===== config.mk =====
export PLATFORM = sky130hd
export DESIGN_NAME = led_ser_if
export DESIGN_NICKNAME = d
export VERILOG_FILES = /design/src/rtl/led_ser_pkg.sv /design/src/rtl/led_ser_shift.sv /design/src/rtl/led_ser_ctrl.sv /design/src/rtl/led_ser_dispclk.sv /design/src/rtl/led_ser_if.sv
export SDC_FILE = /design/constraint.sdc
export NUM_CORES = 1
export LEC_CHECK = 0
export BUFFER_PORTS_ARGS = -buffer_cell sky130_fd_sc_hd__buf_2
export CAP_MARGIN = 0
export CORE_UTILIZATION = 50
export DETAILED_ROUTE_END_ITERATION = 12
export HOLD_SLACK_MARGIN = 0.1
export PLACE_DENSITY_LB_ADDON = 0.1
export SYNTH_ARGS = -nofsm -noshare
export SYNTH_HDL_FRONTEND = slang
export SYNTH_SLANG_ARGS = --single-unit

===== constraint.sdc =====
create_clock -name clk_i -period 4.4 [get_ports clk_i]
set_input_delay 0.44 -clock clk_i [delete_from_list [all_inputs] [get_ports clk_i]]
set_output_delay 0.44 -clock clk_i [all_outputs]
set_load 0.01 [all_outputs]

===== src/rtl/led_ser_pkg.sv =====
package led_ser_pkg;
  localparam int CTRL_W = 8;

  typedef struct packed {
    logic       sel;       // 1 = word 1
    logic [4:0] rsvd;
    logic       prescale;
    logic       sim_mode;
  } ctrl1_t;
endpackage


===== src/rtl/led_ser_shift.sv =====
module led_ser_shift #(
  parameter int DOT_BITS = 160
) (
  input  logic                             clk_i,
  input  logic                             rst_ni,
  input  logic                             shift_en_i,
  input  logic                             rs_i,
  input  logic                             din_i,
  input  logic                             sim_mode_i,
  output logic [DOT_BITS-1:0]              dot_o,
  output logic [led_ser_pkg::CTRL_W-1:0]   ctrl_sr_o,
  output logic                             ctrl_shift_o,
  output logic                             dout_o
);
  import led_ser_pkg::*;

  logic [DOT_BITS-1:0] dot_q;
  logic [CTRL_W-1:0]   ctrl_q;

  always_ff @(posedge clk_i or negedge rst_ni) begin
    if (!rst_ni) begin
      dot_q  <= '0;
      ctrl_q <= '0;
    end else if (shift_en_i) begin
      if (rs_i) ctrl_q <= {ctrl_q[CTRL_W-2:0], din_i};
      else      dot_q  <= {dot_q[DOT_BITS-2:0], din_i};
    end
  end

  always_comb begin
    if (!rs_i)          dout_o = dot_q[DOT_BITS-1];
    else if (sim_mode_i) dout_o = din_i;
    else                dout_o = ctrl_q[CTRL_W-1];
  end

  assign dot_o        = dot_q;
  assign ctrl_sr_o    = ctrl_q;
  assign ctrl_shift_o = shift_en_i & rs_i;
endmodule


===== src/rtl/led_ser_ctrl.sv =====
module led_ser_ctrl (
  input  logic                           clk_i,
  input  logic                           rst_ni,
  input  logic                           ce_ni,
  input  logic                           ctrl_shift_i,
  input  logic [led_ser_pkg::CTRL_W-1:0] ctrl_sr_i,
  output logic [led_ser_pkg::CTRL_W-1:0] ctrl0_o,
  output led_ser_pkg::ctrl1_t            ctrl1_o
);
  import led_ser_pkg::*;

  logic ce_q, pend_q, ce_rise;

  assign ce_rise = ce_ni & ~ce_q;

  always_ff @(posedge clk_i or negedge rst_ni) begin
    if (!rst_ni) begin
      ce_q    <= 1'b1;
      pend_q  <= 1'b0;
      ctrl0_o <= '0;
      ctrl1_o <= '0;
    end else begin
      ce_q <= ce_ni;
      if (ctrl_shift_i) pend_q <= 1'b1;
      if (ce_rise) begin
        pend_q <= 1'b0;
        if (pend_q) begin
          if (ctrl_sr_i[CTRL_W-1]) ctrl1_o <= ctrl1_t'(ctrl_sr_i);
          else                     ctrl0_o <= ctrl_sr_i;
        end
      end
    end
  end
endmodule


===== src/rtl/led_ser_dispclk.sv =====
module led_ser_dispclk #(
  parameter int PRESCALE = 8,
  parameter int REFRESH  = 512
) (
  input  logic clk_i,
  input  logic rst_ni,
  input  logic osc_tick_i,
  input  logic prescale_i,
  output logic disp_tick_o,
  output logic refresh_done_o
);
  localparam int DIV_W = $clog2(PRESCALE);
  localparam int REF_W = $clog2(REFRESH);
  localparam logic [DIV_W-1:0] DIV_LAST = DIV_W'(PRESCALE - 1);
  localparam logic [REF_W-1:0] REF_LAST = REF_W'(REFRESH - 1);

  logic [DIV_W-1:0] div_q;
  logic [REF_W-1:0] ref_q;

  assign disp_tick_o = osc_tick_i & (~prescale_i | (div_q == DIV_LAST));

  always_ff @(posedge clk_i or negedge rst_ni) begin
    if (!rst_ni) begin
      div_q          <= '0;
      ref_q          <= '0;
      refresh_done_o <= 1'b0;
    end else begin
      if (!prescale_i)     div_q <= '0;
      else if (osc_tick_i) div_q <= (div_q == DIV_LAST) ? '0 : div_q + 1'b1;
      if (disp_tick_o)     ref_q <= (ref_q == REF_LAST) ? '0 : ref_q + 1'b1;
      refresh_done_o <= disp_tick_o & (ref_q == REF_LAST);
    end
  end
endmodule


===== src/rtl/led_ser_if.sv =====
module led_ser_if #(
  parameter int DOT_BITS = 160,
  parameter int PRESCALE = 8,
  parameter int REFRESH  = 512
) (
  input  logic                clk_i,
  input  logic                rst_ni,
  input  logic                ce_ni,
  input  logic                rs_i,
  input  logic                sclk_i,
  input  logic                din_i,
  input  logic                osc_tick_i,
  output logic                dout_o,
  output logic [DOT_BITS-1:0] dot_o,
  output logic [7:0]          ctrl0_o,
  output logic [7:0]          ctrl1_o,
  output logic                disp_tick_o,
  output logic                refresh_done_o
);
  import led_ser_pkg::*;

  logic              shift_en, ctrl_shift;
  logic [CTRL_W-1:0] ctrl_sr;
  ctrl1_t            ctrl1;

  assign shift_en = sclk_i & ~ce_ni;   // strobes ignored while deselected

  led_ser_shift #(.DOT_BITS(DOT_BITS)) u_shift (
    .clk_i        (clk_i),
    .rst_ni       (rst_ni),
    .shift_en_i   (shift_en),
    .rs_i         (rs_i),
    .din_i        (din_i),
    .sim_mode_i   (ctrl1.sim_mode),
    .dot_o        (dot_o),
    .ctrl_sr_o    (ctrl_sr),
    .ctrl_shift_o (ctrl_shift),
    .dout_o       (dout_o)
  );

  led_ser_ctrl u_ctrl (
    .clk_i        (clk_i),
    .rst_ni       (rst_ni),
    .ce_ni        (ce_ni),
    .ctrl_shift_i (ctrl_shift),
    .ctrl_sr_i    (ctrl_sr),
    .ctrl0_o      (ctrl0_o),
    .ctrl1_o      (ctrl1)
  );

  led_ser_dispclk #(.PRESCALE(PRESCALE), .REFRESH(REFRESH)) u_clk (
    .clk_i          (clk_i),
    .rst_ni         (rst_ni),
    .osc_tick_i     (osc_tick_i),
    .prescale_i     (ctrl1.prescale),
    .disp_tick_o    (disp_tick_o),
    .refresh_done_o (refresh_done_o)
  );

  assign ctrl1_o = ctrl1;
endmodule


==> impl_metrics.json <==
{
  "cts-resized-gates": 0,
  "drcViolationCount": 18,
  "ys_warn_count": 0,
  "worstSetupPathType": "reg2out",
  "cp-end-kind": "output port",
  "via_per_inst": 5.22,
  "fin_skew_ns": 0.00876,
  "grtUsageMet3_pct": 6.38,
  "p_sw_mw": 0.959,
  "syn_nets": 480,
  "timing.rr.start": "u_clk.ref_q[0]",
  "status": "finished with violations",
  "num_rows": 44,
  "fin_crit_sh_pct": 55.5,
  "r2r_cells": 7,
  "drive_above_1_share_pct": 58.9,
  "multi_input_area_mm2": 0.00248,
  "min-delay-path-class": "in2async",
  "grt_max_degree": 161,
  "grt.total_usage_pct": 18.9,
  "numCtsBuffers": 17,
  "cts_htree_levels": 4,
  "vias": 4427,
  "p_leak_nw": 5.18,
  "cts_tree": "yes",
  "wirelength_um": 14000,
  "cts_setup_buffers": 0,
  "reg2reg_slack_ns": 2.36,
  "gr-usage-met1_pct": 23.7,
  "syn_to_final_growth_pct": 21.6,
  "fillers": 1143,
  "endpoint": "disp_tick_o",
  "worstMarginPinSlew_ns": 1.10,
  "max-cap-violations": 0,
  "grt_pass1_wl_um": 23300,
  "fp.dieH_um": 125,
  "p_seq_share_pct": 51.9,
  "synth-edff-count": 0,
  "synth_top_area_share_pct": 65.0,
  "drt-initial-drc-count": 206,
  "cp.arrival_ns": 2.00,
  "critPathMaxFanout": 14,
  "power.internal_mw": 3.02,
  "diodes": 0,
  "placed_area_mm2": 0.00864,
  "min_period_ns": 2.44,
  "core_region_area_mm2": 0.0146,
  "seq_area_frac_synth_pct": 65.4,
  "die_w_um": 125,
  "pin_count": 186,
  "ctsLongestPathBuffers": 2,
  "antenna_found_initial": 0,
  "hold_violations": 0,
  "relSlewSlack_pct": 26.8,
  "antenna_left": 0,
  "setup_tns_ns": 0,
  "synth_ff_type": "dfrtp_1",
  "place.gp.congestion": 0.726,
  "synth_area_per_cell_um2": 16.2,
  "num-nets-final": 665,
  "rsz0062_at_grt": "false",
  "startpoint": "u_clk.div_q[0]",
  "fmax_mhz": 410,
  "globalRoute.totalOverflow": 0,
  "wire_per_inst_um": 16.5,
  "peakVddDrop_mv": 0.250,
  "setup_viol": 0,
  "p_comb_share_pct": 10.2,
  "cp.required_ns": 3.96,
  "clk_latency_ns": 0.43,
  "numClockSinks": 198,
  "top_usage_layer": "met2",
  "power.density_mw_per_mm2": 432,
  "r2r_end": "u_clk.ref_q[4]",
  "dr.pass1.iters": 10,
  "violations": "design-rule violations",
  "yosys.area.top_type": "dfrtp_1",
  "syn_area_mm2": 0.00758,
  "syn_inst": 468,
  "whs_ns": 0.161,
  "drv_slew": 0,
  "synth_cell_types": 33,
  "synth_seq_cells": 198,
  "cts.clk_slew.worst_paths_ns": 0.06,
  "grt_use_met2_pct": 30.4,
  "swShare_pct": 24.1,
  "grt_pass1_vias": 4542,
  "clockPowerShare_pct": 37.9,
  "synthTopCellsByArea": "dfrtp_1 (65%), mux2_2 (25%), mux2_1 (1.6%)",
  "die-area_mm2": 0.0157,
  "utilization_pct": 62.9,
  "start_util_pct": 51.8,
  "hold_buffers": 0,
  "seq_area_mm2": 0.00496,
  "final_cell_area_mm2": 0.00921,
  "critPathLaunchType": "register",
  "synth-async-reset-ratio_pct": 100,
  "post-dp-hpwl_um": 9240,
  "port_buffers": 184,
  "cts_root_buf": "clkbuf_16"
}
-- power groups by stage --
stage | logic (mW) | clock network, mW | registers [mW]
after detailed placement | 0.414 | 0 | 2.10
final | 0.407 | 1.51 | 2.07
after global placement | 0.404 | 0 | 2.09
after CTS | 0.418 | 1.54 | 2.07
after floorplan | 0.215 | 0 | 2.11
after global routing | 0.449 | 1.62 | 2.09
-- how the worst min path moves through the flow --
stage,end,depth (start not counted),slack [ns]
global route,u_ctrl.ce_q,1,0.14
finish,u_shift.dot_o[47],1,0.16
CTS,u_ctrl.ce_q,1,0.14
floorplan,u_clk.div_q[0],0,0.14
detailed placement,u_ctrl.ctrl1_o[7],1,0.46
global placement,u_ctrl.ctrl1_o[7],1,0.45
-- cells in the mapped netlist (2+ instances only) --
cell type  count
buf_2          6
nand3b_1       2
o31ai_1        3
nand3_1        4
inv_1          3
mux2i_1        3
nand2b_1       4
nor2_1         5
dfrtp_1      197
buf_4         14
a21oi_1        2
mux2_2       171
ha_1           5
and3_1         2
nor2b_1        2
o21ai_0        8
nor3_1         2
mux2_1        11
nand2_1       10
-- kinds of logic after synthesis --
group	Yosys count	synth area share [%]
flip-flops	198	65.4
multiplexers	185	27.4
AND/OR/NAND/NOR	38	2.97
buffers and inverters	24	1.98
AO/OA/AOI/OAI	17	1.35
adder cells (fa/ha/maj)	5	0.825
other	1	0.0495
-- cell type report --
cell class	count	area share (%)
Clock buffer	20	5.07
Clock inverter	10	1.14
Inverter	3	0.122
Multi-Input combinational cell	246	26.9
Sequential cell	198	53.8
Tap cell	184	2.50
Timing Repair Buffer	187	10.5
-- per-layer routing --
| metal | routed length [µm] | share of wire [%] |
|---|---|---|
| met1 | 6020 | 43 |
| met2 | 6840 | 49 |
| met3 | 881 | 6.3 |
| met4 | 241 | 1.7 |
| met5 | 0 | 0 |
-- registers in the layout, indices dropped and copies added (netlist names) --
name / cells
u_ctrl.ce_q: 1
u_shift.ctrl_sr_o: 8
u_ctrl.ctrl0_o: 7
u_clk.ref_q: 9
u_ctrl.pend_q: 1
u_shift.dot_o: 160
u_clk.div_q: 3
u_clk.refresh_done_o: 1
u_ctrl.ctrl1_o: 8
-- worst max-delay path: stages, from the launching register on --
cell and delay [ns]:
dfrtp_1 0.40, ha_1 0.21, ha_1 0.20, nand2b_1 0.14, nand2_1 0.31, inv_1 0.15, buf_2 0.17
-- metrics by stage --
step | total power, mW | setup WS, ns | instances
floorplan | 2.33 | 2.56 | 468
global placement | 2.50 | 2.39 | 818
detailed placement | 2.52 | 2.34 | 818
CTS | 4.03 | 1.93 | 848
global route | 4.15 | 1.80 | 848
finish | 3.98 | 1.96 | 848
-- cell usage in the layout (no fill, tap or decap), types with 2 or more instances in the layout --
master and n:
nand3b_1 2, dfrtp_1 197, nor3_1 2, clkinv_2 6
nor2b_1 2, clkbuf_8 4, buf_4 2, and3_1 2
o21ai_0 8, clkbuf_16 17, buf_2 183, inv_1 3
ha_1 5, mux2_2 171, bufinv_16 2, mux2_1 11
clkinvlp_4 2, nand3_1 4, nand2_1 10, a21oi_1 2
nor2_1 5, nand2b_1 4, o31ai_1 3, mux2i_1 3
(Power assumes the default switching activity.)
